### config.mk
export PLATFORM = sky130hd
export DESIGN_NAME = acc_core
export DESIGN_NICKNAME = d
export VERILOG_FILES = /design/src/rtl/acc_core_pkg.sv /design/src/rtl/acc_alu.sv /design/src/rtl/acc_ctrl.sv /design/src/rtl/acc_core.sv
export SDC_FILE = /design/constraint.sdc
export NUM_CORES = 1
export LEC_CHECK = 0
export BUFFER_PORTS_ARGS = -buffer_cell sky130_fd_sc_hd__buf_2
export CELL_PAD_IN_SITES_DETAIL_PLACEMENT = 1
export CELL_PAD_IN_SITES_GLOBAL_PLACEMENT = 2
export CORE_UTILIZATION = 38
export CTS_CLUSTER_DIAMETER = 200
export DETAILED_ROUTE_END_ITERATION = 10
export HOLD_SLACK_MARGIN = 0.05
export PLACE_DENSITY = 0.82
export SETUP_SLACK_MARGIN = 0.2
export SLEW_MARGIN = 20
export SYNTH_ARGS = -nofsm -noshare
export SYNTH_HDL_FRONTEND = slang
export SYNTH_SLANG_ARGS = --single-unit
export TNS_END_PERCENT = 10
### constraint.sdc
create_clock -name clk -period 7.05 [get_ports clk]
set_input_delay 0.3525 -clock clk [delete_from_list [all_inputs] [get_ports clk]]
set_output_delay 0.3525 -clock clk [all_outputs]
set_load 0.005 [all_outputs]
### src/rtl/acc_core_pkg.sv
package acc_core_pkg;

    localparam int OPC_W = 4;

    localparam logic [OPC_W-1:0] OPC_LOAD  = 4'd0;
    localparam logic [OPC_W-1:0] OPC_STORE = 4'd1;
    localparam logic [OPC_W-1:0] OPC_ADD   = 4'd2;
    localparam logic [OPC_W-1:0] OPC_SUB   = 4'd3;
    localparam logic [OPC_W-1:0] OPC_JUMP  = 4'd4;
    localparam logic [OPC_W-1:0] OPC_JPOS  = 4'd5;
    localparam logic [OPC_W-1:0] OPC_JNZ   = 4'd6;

    typedef enum logic {
        ST_FETCH = 1'b0,
        ST_EXEC  = 1'b1
    } state_t;

    typedef enum logic [1:0] {
        ALU_PASS = 2'd0,
        ALU_ADD  = 2'd1,
        ALU_SUB  = 2'd2
    } alu_op_t;

    typedef struct packed {
        logic    acc_en;
        logic    pc_en;
        logic    ir_en;
        logic    addr_from_ir;
        logic    rd;
        logic    wr;
        logic    halt;
        alu_op_t alu_op;
    } ctrl_t;

endpackage

### src/rtl/acc_alu.sv
module acc_alu
    import acc_core_pkg::*;
#(
    parameter int DATA_W = 16
) (
    input  alu_op_t           op,
    input  logic [DATA_W-1:0] a,
    input  logic [DATA_W-1:0] b,
    output logic [DATA_W-1:0] y
);

    always_comb begin
        unique case (op)
            ALU_ADD: y = a + b;
            ALU_SUB: y = a - b;
            default: y = b;
        endcase
    end

endmodule

### src/rtl/acc_ctrl.sv
module acc_ctrl
    import acc_core_pkg::*;
(
    input  logic             clk,
    input  logic             rst,
    input  logic [OPC_W-1:0] opcode,
    input  logic             acc_neg,
    input  logic             acc_zero,
    output state_t           state,
    output ctrl_t            ctrl
);

    state_t state_nx;

    always_ff @(negedge clk or posedge rst) begin
        if (rst) state <= ST_FETCH;
        else     state <= state_nx;
    end

    always_comb begin
        logic taken;
        ctrl     = '0;
        ctrl.alu_op = ALU_PASS;
        state_nx = state;
        taken    = 1'b0;
        unique case (state)
            ST_FETCH: begin
                ctrl.rd    = 1'b1;
                ctrl.ir_en = 1'b1;
                ctrl.pc_en = 1'b1;
                state_nx   = ST_EXEC;
            end
            ST_EXEC: begin
                unique case (opcode)
                    OPC_LOAD, OPC_ADD, OPC_SUB: begin
                        ctrl.rd           = 1'b1;
                        ctrl.acc_en       = 1'b1;
                        ctrl.addr_from_ir = 1'b1;
                        ctrl.alu_op       = (opcode == OPC_ADD) ? ALU_ADD :
                                            (opcode == OPC_SUB) ? ALU_SUB : ALU_PASS;
                        state_nx          = ST_FETCH;
                    end
                    OPC_STORE: begin
                        ctrl.wr           = 1'b1;
                        ctrl.addr_from_ir = 1'b1;
                        state_nx          = ST_FETCH;
                    end
                    OPC_JUMP, OPC_JPOS, OPC_JNZ: begin
                        taken = (opcode == OPC_JUMP) ||
                                (opcode == OPC_JPOS && !acc_neg) ||
                                (opcode == OPC_JNZ  && !acc_zero);
                        ctrl.rd           = 1'b1;
                        ctrl.ir_en        = 1'b1;
                        ctrl.pc_en        = 1'b1;
                        ctrl.addr_from_ir = taken;
                        state_nx          = ST_EXEC;
                    end
                    default: begin
                        ctrl.halt = 1'b1;
                        state_nx  = ST_EXEC;
                    end
                endcase
            end
            default: state_nx = ST_FETCH;
        endcase
    end

endmodule

### src/rtl/acc_core.sv
module acc_core
    import acc_core_pkg::*;
#(
    parameter int ADDR_W = 12
) (
    input  logic                      clk,
    input  logic                      rst,
    output logic [ADDR_W-1:0]         mem_addr,
    output logic [ADDR_W+OPC_W-1:0]   mem_wdata,
    input  logic [ADDR_W+OPC_W-1:0]   mem_rdata,
    output logic                      mem_rd,
    output logic                      mem_wr,
    output logic                      halted
);

    localparam int DATA_W = ADDR_W + OPC_W;

    logic [ADDR_W-1:0] pc;
    logic [DATA_W-1:0] acc;
    logic [DATA_W-1:0] ir;
    logic [DATA_W-1:0] alu_y;
    state_t            state;
    ctrl_t             ctrl;

    acc_ctrl u_ctrl (
        .clk      (clk),
        .rst      (rst),
        .opcode   (ir[DATA_W-1 -: OPC_W]),
        .acc_neg  (acc[DATA_W-1]),
        .acc_zero (acc == '0),
        .state    (state),
        .ctrl     (ctrl)
    );

    acc_alu #(.DATA_W(DATA_W)) u_alu (
        .op (ctrl.alu_op),
        .a  (acc),
        .b  (mem_rdata),
        .y  (alu_y)
    );

    assign mem_addr  = ctrl.addr_from_ir ? ir[ADDR_W-1:0] : pc;
    assign mem_wdata = acc;
    assign mem_rd    = ctrl.rd;
    assign mem_wr    = ctrl.wr;
    assign halted    = ctrl.halt;

    always_ff @(negedge clk or posedge rst) begin
        if (rst) begin
            pc  <= '0;
            acc <= '0;
            ir  <= '0;
        end else begin
            if (ctrl.pc_en)  pc  <= mem_addr + 1'b1;
            if (ctrl.ir_en)  ir  <= mem_rdata;
            if (ctrl.acc_en) acc <= alu_y;
        end
    end

endmodule

# Word level (Yosys, flattened, before mapping)
# Cells that the tools add are included.
# op_classes
add_sub_neg	3
mul	0
div	0
order_cmp	0
eq_ne	8
n_shift	0
n_mux	18
n_bitwise	1
reduce_logical	13
# op_table
op	count
16-bit case mux with 2 select lines	1
16-bit adder	1
16-bit logical NOT	1
16-bit subtractor	1
12-bit by 1-bit adder with 12-bit output, second input constant	1
4-bit by 3-bit equality test with 1-bit output, second input constant	3
12-bit 2-to-1 mux	1
4-bit by 2-bit equality test with 1-bit output, second input constant	2
2-bit 2-to-1 mux	4
1-bit 2-to-1 mux	7
7-bit OR reduction	1
1-bit case mux with 2 select lines	3
3-bit OR reduction	2
6-bit OR reduction	1
4-bit by 1-bit equality test with 1-bit output, second input constant	1
4-bit logical NOT	1
4-bit 2-to-1 mux	1
2-bit case mux with 2 select lines	1
4-bit OR reduction	1
2-bit by 1-bit equality test with 1-bit output, second input constant	1
2-bit equality test, second input constant	1
1-bit logical AND	2
1-bit logical NOT	2
1-bit logical OR	2
1-bit NOT	1
# totals
register_bits	45
latchBits	0
mem_bits_rw	0
mem_bits_ro	0
inputBits	18
out_inout_bits	31
elab_cells	47
mem_count	0

# Logic depth before layout (Yosys ltp)
# Gate-level depths: netlist of the first run.
# depth
depth_word	8
mapped_depth	16
ltp_nobuf	16

# Hierarchy
# A second synthesis of the first run with hierarchy kept.
# unflattened
cells_unflattened	364
area_unflattened_um2	3474.6
# modules_own_cells
module	instances	cells_each	area_each_um2	seq_area_each_um2
acc_core	1	159	2058.2	1101.1
acc_alu	1	183	1249.9	0.0
acc_ctrl	1	22	166.4	25.0

==> impl_metrics.yaml, run 1 <==
global_route:
  grt_usage_pct: 20.3
  grt_overflow: 0
  grt_max_degree: 46
  grt_pass1_wl_mm: 14.3
  grt_pass1_vias: 2836
  antenna_found_initial: 0
worst_setup_path:
  cp_slowest_cell: "a2111o_1"
  critPathMaxStageDelay_ns: 0.42
  required_ns: 3.68
  worstPathArrival_ns: 3.10
  critPathMaxFanout: 6
  path_class: "in2reg"
  crit_path_cell_trace: "buf_2 -> inv_1 -> ha_1 -> nand2_1 -> nor2_1 -> a21o_1 -> xnor2_1 -> ha_1 -> a2111o_1 -> o21ai_1 -> o21ai_1 -> a211oi_2 -> xnor2_1 -> mux2i_1 -> o21ai_1"
  end_kind: "flop"
  startpoint_type: "input pin"
  cpMostUsedCell: "o21ai_1"
clocking:
  cts_setup_buffers: 0
  cts.repair.resized: 0
  root_buffer: "clkbuf_8"
  cts_buffers: 5
  cts_tree: "built"
  ctsHtreeMaxLevel: 2
  ctsHoldBuffers: 0
  numClockSinks: 45
  clk_pin_slew_ns: 0.06
  clock_insertion_delay_worst_skew_ns: 0.30
  clk_path_buf_depth: 2
synth:
  ys_ff_latch: 45
  syn-num-nets: 402
  synth_cell_types: 52
  ys_seq_area_share_pct: 33.6
  synth_edf_count: 0
  synth_ff_type: "dfrtn_1"
  ys_async_sr_fraction_pct: 100
  netlist_area_mm2: 0.00335
  syn_avg_cell_area_um2: 9.17
  yosysWarnings: 0
  syn_inst: 365
run_status:
  status: "finished clean"
pwr:
  ir_drop_mv: 0.216
  p_leak_nw: 1.72
  power_density_mw_per_mm2: 533
drt:
  postRouteWirelength_mm: 8.54
  post-route-drc-count: 0
  wl_per_cell_um: 16.5
  drt_iter0_markers: 69
  drtAntennaViolNets: 0
  vias_per_cell: 5.40
  vias: 2791
  drtPass1Iterations: 4
floorplan:
  fp.dieW_um: 95.9
  coreArea_mm2: 0.00838
  start_util_pct: 39.9
  die_area_mm2: 0.00919
  num_io_pins: 49
  fp-row-count: 33
  chipHeight_um: 95.9
placed_design:
  gp_congestion: 0.832
  io_buffers: 48
  place_hpwl_mm: 6.33
timing:
  fin_skew_ns: 0.00375
  setup_tns_ns: 0
  slew_viol_final: 0
  slew_headroom_pct: 45.3
  worst_pin_slew_ns: 0.819
  setup_viol_count_final: 0
  rsz0062_at_grt: "false"
  holdWs_ns: 0.459
  hold_viol_final: 0
min_path:
  hp-class: "reg2reg"
layout:
  drive_gt1_share_pct: 24.3
  antenna_cells: 0
  final_cell_mix: "buf_2 (48), dfrtn_1 (45), nor2_1 (37)"
  layout_commonest_cell: "buf_2"
  nNetsFinal: 448
  area_growth_pct: 12.6
job:
  timing.max_cap.violations: 0
[state kept, by name, summed over array words and instances (netlist names)]
| signal | cells |
|---|---|
| ir | 16 |
| u_ctrl.state | 1 |
| mem_wdata | 16 |
| pc | 12 |
[critical path, delay by kind of cell]
kind                     cells  cell delay (ns)
AO/OA/AOI/OAI                6             1.27
XOR/XNOR                     2             0.34
adder cells (fa/ha/maj)      2             0.57
buffers and inverters        2             0.21
multiplexers                 1             0.22
AND/OR/NAND/NOR              2             0.14
[through the flow]
| stage | total power [mW] | util, % | instances | instance area, um2 | worst slack, ns |
|---|---|---|---|---|---|
| 5_1_grt | 2.22 | 45.0 | 517 | 3770 | 0.297 |
| 4_1_cts | 2.04 | 45.0 | 517 | 3770 | 0.566 |
| 3_3_place_gp | 1.82 | 43.9 | 509 | 3680 | 0.345 |
| 2_1_floorplan | 1.52 | - | 365 | 3350 | 0.703 |
| 6_report | 2.01 | 45.0 | 517 | 3770 | 0.580 |
| 3_5_place_dp | 1.86 | 43.9 | 509 | 3680 | 0.247 |
[layer usage]
metal / GRT usage (%) / vias up / wire length [um] / share of wire (%)
met5: 0 / - / 0 / 0
met4: 4.10 / 0 / 65 / 0.76
met3: 2.84 / 6 / 194 / 2.3
met2: 35.5 / 43 / 4250 / 50
met1: 26.7 / 1368 / 4030 / 47
li1: - / 1374 / - / -
[where the power goes]
part	total (mW)	switching [mW]	leakage [nW]	internal (mW)
sequential	0.545	0.141	0.525	0.404
clock	0.169	0.0988	0.0374	0.0702
combinational	1.30	0.674	1.15	0.623
total	2.01	0.914	1.72	1.10
[cell type report]
| class | count | area, um2 |
|---|---|---|
| clock buffer | 6 | 72.6 |
| clock inverter | 2 | 15.0 |
| fill | 1003 | 4610 |
| inverter | 15 | 57.6 |
| multi-input combinational | 292 | 2100 |
| sequential | 45 | 1130 |
| tap | 105 | 131 |
| timing repair buffer | 52 | 270 |
[synth_stat cells, drive strengths merged (2+ instances only)]
library cell	instances	share of area, %
o21ai	27	4.4
xor2	6	1.6
nor3	11	1.8
nor2	37	4.1
nor4	5	1.5
nand3b	2	0.45
o31ai	2	0.45
nand3	12	1.8
mux2i	11	3.3
and3	4	0.75
and2	3	0.56
nor2b	3	0.56
nand2	29	3.3
ha	18	6.7
inv	15	1.7
dfrtn	45	34
nor3b	2	0.45
buf	4	1.0
a21o	6	1.3
a31oi	2	0.37
a21oi	27	4.0
mux2	30	10
nand2b	7	1.3
xnor2	30	7.8
clkbuf	9	1.0
a211oi	2	0.60
[kinds of logic after synthesis]
family | after synthesis | synth area share [%]
AO/OA/AOI/OAI | 76 | 14.2
XOR/XNOR | 36 | 9.42
adder cells (fa/ha/maj) | 19 | 7.32
buffers and inverters | 28 | 3.70
flip-flops | 45 | 33.6
multiplexers | 41 | 13.6
AND/OR/NAND/NOR | 120 | 18.2
[final timing paths]
check                              from       endpoint  slack [ns]  cells after the start
max reg2reg                      ir[14]  mem_wdata[15]        3.21                     15
min                              ir[11]         ir[11]        0.46                      1
min in group asynchronous           rst   u_ctrl.state        3.59                      2
max                        mem_rdata[0]  mem_wdata[15]        0.58                     15
max in group asynchronous           rst   mem_wdata[1]        2.94                      2
min reg2reg                      ir[11]         ir[11]        0.46                      1
(Power assumes the default switching activity.)
==> run 2, diff against run 1 <==
- CORE_UTILIZATION: 38 -> 30
- PLACE_DENSITY: 0.82 -> 0.67
==> run 2 against run 1 <==
  * Non-clock buffer count decreased by 2
  * Via count decreased by 1.0%
  * Setup slack improved by 0.027 ns
  * Global-route usage decreased by 3.7 points
  * Design area increased by 0.96%
  * Sequential share of layout area decreased by 0.28 points
  * Power decreased by 0.17%
  * Cell count increased by 6.4%
  * Core utilization decreased by 9.9 points
==> impl_metrics.yaml, run 2 (synthesis results as in run 1) <==
global_route:
  grt_usage_pct: 16.6
  grt_overflow: 0
  antenna_found_initial: 0
  grt_pass1_wl_mm: 14.8
  grt_pass1_vias: 2871
  grt_max_degree: 46
drt:
  drtPass1Iterations: 4
  drtAntennaViolNets: 0
  drt_iter0_markers: 67
  post-route-drc-count: 0
  vias_per_cell: 5.02
  postRouteWirelength_mm: 8.82
  vias: 2762
  wl_per_cell_um: 16.0
floorplan:
  chipHeight_um: 108
  num_io_pins: 49
  coreArea_mm2: 0.0108
  start_util_pct: 30.9
  fp.dieW_um: 108
  die_area_mm2: 0.0116
  fp-row-count: 38
layout:
  nNetsFinal: 446
  multi_input_area_mm2: 0.00210
  layout_commonest_cell: "buf_2"
  drive_gt1_share_pct: 24.6
  antenna_cells: 0
  regArea_mm2: 0.00113
  final_cell_mix: "buf_2 (48), dfrtn_1 (45), nor2_1 (37)"
  num-fill-cells: 1318
  area_growth_pct: 13.7
clocking:
  cts_tree: "built"
  cts.repair.resized: 0
  cts_setup_buffers: 0
  clk_path_buf_depth: 2
  root_buffer: "clkbuf_8"
  cts_buffers: 5
  ctsHtreeMaxLevel: 2
  numClockSinks: 45
  clock_insertion_delay_worst_skew_ns: 0.30
  clk_pin_slew_ns: 0.06
  ctsHoldBuffers: 0
pwr:
  p_leak_nw: 1.71
  fin_total_pwr_mw: 2.01
  power_density_mw_per_mm2: 527
  ir_drop_mv: 0.225
worst_setup_path:
  critPathMaxStageDelay_ns: 0.42
  path_class: "in2reg"
  cp.depth: 15
  end_kind: "flop"
  critPathTopFamily: "compound AO/OA/AOI/OAI gates"
  required_ns: 3.86
  cpMostUsedCell: "o21ai_1"
  critPathMaxFanout: 6
  startpoint_type: "input pin"
  cp_num_buf_inv: 2
  worstPathArrival_ns: 3.25
  crit_path_cell_trace: "buf_2 -> inv_1 -> ha_1 -> nand2_1 -> nor2_1 -> a21o_1 -> xnor2_1 -> ha_1 -> a2111o_1 -> o21ai_1 -> o21ai_1 -> a211oi_2 -> xnor2_1 -> mux2_1 -> o21ai_1"
  cp_slowest_cell: "a2111o_1"
  r2r_cells: 15
  r2r_setup_slack_ns: 3.40
run_status:
  status: "finished clean"
timing:
  slew_headroom_pct: 44.4
  slew_viol_final: 0
  holdWs_ns: 0.460
  setup_tns_ns: 0
  worst_slack_ns: 0.607
  rsz0062_at_grt: "false"
  worst_pin_slew_ns: 0.834
  setup_viol_count_final: 0
  hold_viol_final: 0
  fin_skew_ns: 0.00427
placed_design:
  io_buffers: 48
  place_hpwl_mm: 6.71
  preCtsSetupSlack_ns: 0.254
  gp_congestion: 0.768
min_path:
  holdPathStages: 1
  hp-class: "reg2reg"
job:
  timing.max_cap.violations: 0
## run 2: changes by cell type in the layout (fill, tap and decap cells not counted), sizes merged
cell / delta
buf: -2
clkbuf: -1
clkinv: +1
clkinvlp: -1
inv: +1
## run 2: layout make-up
class	count	share of cell area, %
inverters	15	1.51
flip-flops and latches	45	29.6
clock inverters	3	0.559
multi-input cells	292	55.2
repair buffers	50	6.70
well taps	140	4.60
clock buffers	5	1.81
## run 2: path summary, 6_finish.rpt
check / start / end
max: mem_rdata[0] / mem_wdata[15]
min: ir[8] / ir[8]
max reg2reg: ir[14] / mem_wdata[15]
min reg2reg: ir[8] / ir[8]
max in group asynchronous: rst / mem_wdata[2]
min in group asynchronous: rst / mem_wdata[15]
## run 2: per-layer routing
layer  routed length (um)  share of wire [%]  track usage (%)
met3                  220                2.5             2.54
met2                 4380                 50             28.4
met1                 4160                 47             22.1
met5                    0                  0                0
met4                   63               0.71             3.23
## run 2: metrics by stage
| stage | instances | utilization, % | cell area, um2 |
|---|---|---|---|
| after global routing | 550 | 35.1 | 3810 |
| after CTS | 550 | 35.1 | 3800 |
| final | 550 | 35.1 | 3810 |
| after floorplan | 365 | - | 3350 |
| after global placement | 542 | 34.2 | 3710 |
| after detailed placement | 542 | 34.2 | 3710 |
## run 2: power breakdown
| part | internal (mW) | switching (mW) | total [mW] |
|---|---|---|---|
| registers | 0.404 | 0.138 | 0.542 |
| logic | 0.621 | 0.674 | 1.29 |
| clock network | 0.0706 | 0.101 | 0.172 |
==> run 3, diff against run 2 <==
- CORE_MARGIN: default -> 5
- CORE_UTILIZATION: 30 -> 38
- PLACE_DENSITY: 0.67 -> 0.82
==> run 3 against run 2 <==
  * Power is 0.32% lower
  * Die area shrank 6.9%
  * Routed wire length fell by 3.6%
  * Combinational power about the same
  * Clock power about the same
  * Non-clock buffer count did not move
  * Sequential share of layout area increased by 0.33 points
  * Critical path type unchanged
  * Critical endpoint unchanged
==> impl_metrics.yaml, run 3 (synthesis results as in run 1) <==
run_status:
  status: "finished clean"
worst_setup_path:
  worstPathArrival_ns: 3.25
  end_kind: "flop"
  path_class: "in2reg"
  required_ns: 3.86
  startpoint_type: "input pin"
  critPathMaxFanout: 6
floorplan:
  start_util_pct: 38.8
  fp-row-count: 34
  coreArea_mm2: 0.00864
  num_io_pins: 49
  chipHeight_um: 104
  fp.dieW_um: 104
  die_area_mm2: 0.0108
drt:
  vias: 2808
  vias_per_cell: 5.42
  drtAntennaViolNets: 0
  post-route-drc-count: 0
  drt_iter0_markers: 89
  wl_per_cell_um: 16.4
  drtPass1Iterations: 4
  postRouteWirelength_mm: 8.51
layout:
  area_growth_pct: 12.4
  antenna_cells: 0
  fin_util_pct: 43.6
  layout_commonest_cell: "buf_2"
  nNetsFinal: 446
  final_cell_mix: "buf_2 (48), dfrtn_1 (45), nor2_1 (37)"
  drive_gt1_share_pct: 24.4
timing:
  slew_viol_final: 0
  fin_skew_ns: 0.00672
  slew_headroom_pct: 31.1
  rsz0062_at_grt: "false"
  worst_pin_slew_ns: 1.03
  setup_tns_ns: 0
  setup_viol_count_final: 0
  hold_viol_final: 0
clocking:
  clk_pin_slew_ns: 0.07
  numClockSinks: 45
  root_buffer: "clkbuf_8"
  clock_insertion_delay_worst_skew_ns: 0.30
  cts_buffers: 5
  cts_tree: "built"
  ctsHoldBuffers: 0
  ctsHtreeMaxLevel: 2
  cts.repair.resized: 0
  clk_path_buf_depth: 2
  cts_setup_buffers: 0
pwr:
  power_density_mw_per_mm2: 532
  ir_drop_mv: 0.170
  p_leak_nw: 1.71
global_route:
  grt_pass1_wl_mm: 14.3
  grt_max_degree: 46
  grt_usage_pct: 15.7
  grt_pass1_vias: 2891
  antenna_found_initial: 0
  grt_overflow: 0
min_path:
  hp-class: "reg2reg"
placed_design:
  io_buffers: 48
  place_hpwl_mm: 6.42
  gp_congestion: 0.838
job:
  timing.max_cap.violations: 0
## run 3: cell types whose count changed in the layout (fill, tap and decap cells not counted)
cell,before,now
nand2_1,28,29
nand2_2,1,0
## run 3: worst paths after layout
check / slack (ns) / startpoint / depth (start not counted) / to
max: 0.60 / mem_rdata[0] / 15 / mem_wdata[15]
min: 0.46 / ir[11] / 1 / ir[11]
max reg2reg: 3.47 / ir[14] / 15 / mem_wdata[15]
min reg2reg: 0.46 / ir[11] / 1 / ir[11]
max in group asynchronous: 2.92 / rst / 2 / pc[7]
min in group asynchronous: 3.59 / rst / 2 / pc[9]
## run 3: cell type report
cell class,instances,area [um2]
sequential,45,1130
inverter,15,57.6
multi-input combinational,292,2100
tap,108,135
fill,1044,4870
clock buffer,5,68.8
timing repair buffer,50,255
clock inverter,3,21.3
## run 3: stage by stage
stage	std cells	setup slack [ns]	hold WS (ns)	power (mW)	area, um2
2_1_floorplan	365	0.703	0.437	1.52	3350
3_3_place_gp	510	0.357	0.459	1.82	3670
3_5_place_dp	510	0.280	0.470	1.85	3670
4_1_cts	518	0.604	0.471	2.03	3760
5_1_grt	518	0.446	0.480	2.19	3760
6_report	518	0.603	0.464	2.00	3760
## run 3: metal layers
metal  vias up  track usage [%]  share of wire [%]  routed length [um]
li1       1380                -                  -                   -
met1      1379             21.2                 47                3970
met2        41             27.1                 50                4240
met3         8             2.17                2.8                 235
met4         0             2.50               0.73                  62
met5         -                0                  0                   0
## run 3: worst max-delay path: stages
cell,delay (ns)
buf_2,0.14
inv_1,0.05
ha_1,0.22
nand2_1,0.10
nor2_1,0.05
a21o_1,0.22
xnor2_1,0.14
ha_1,0.35
a2111o_1,0.43
o21ai_1,0.13
o21ai_1,0.15
a211oi_2,0.24
xnor2_1,0.20
mux2_1,0.35
o21ai_1,0.13
## run 3: power breakdown
part	switching (mW)	internal, mW
clock network	0.101	0.0707
logic	0.668	0.620
registers	0.138	0.404
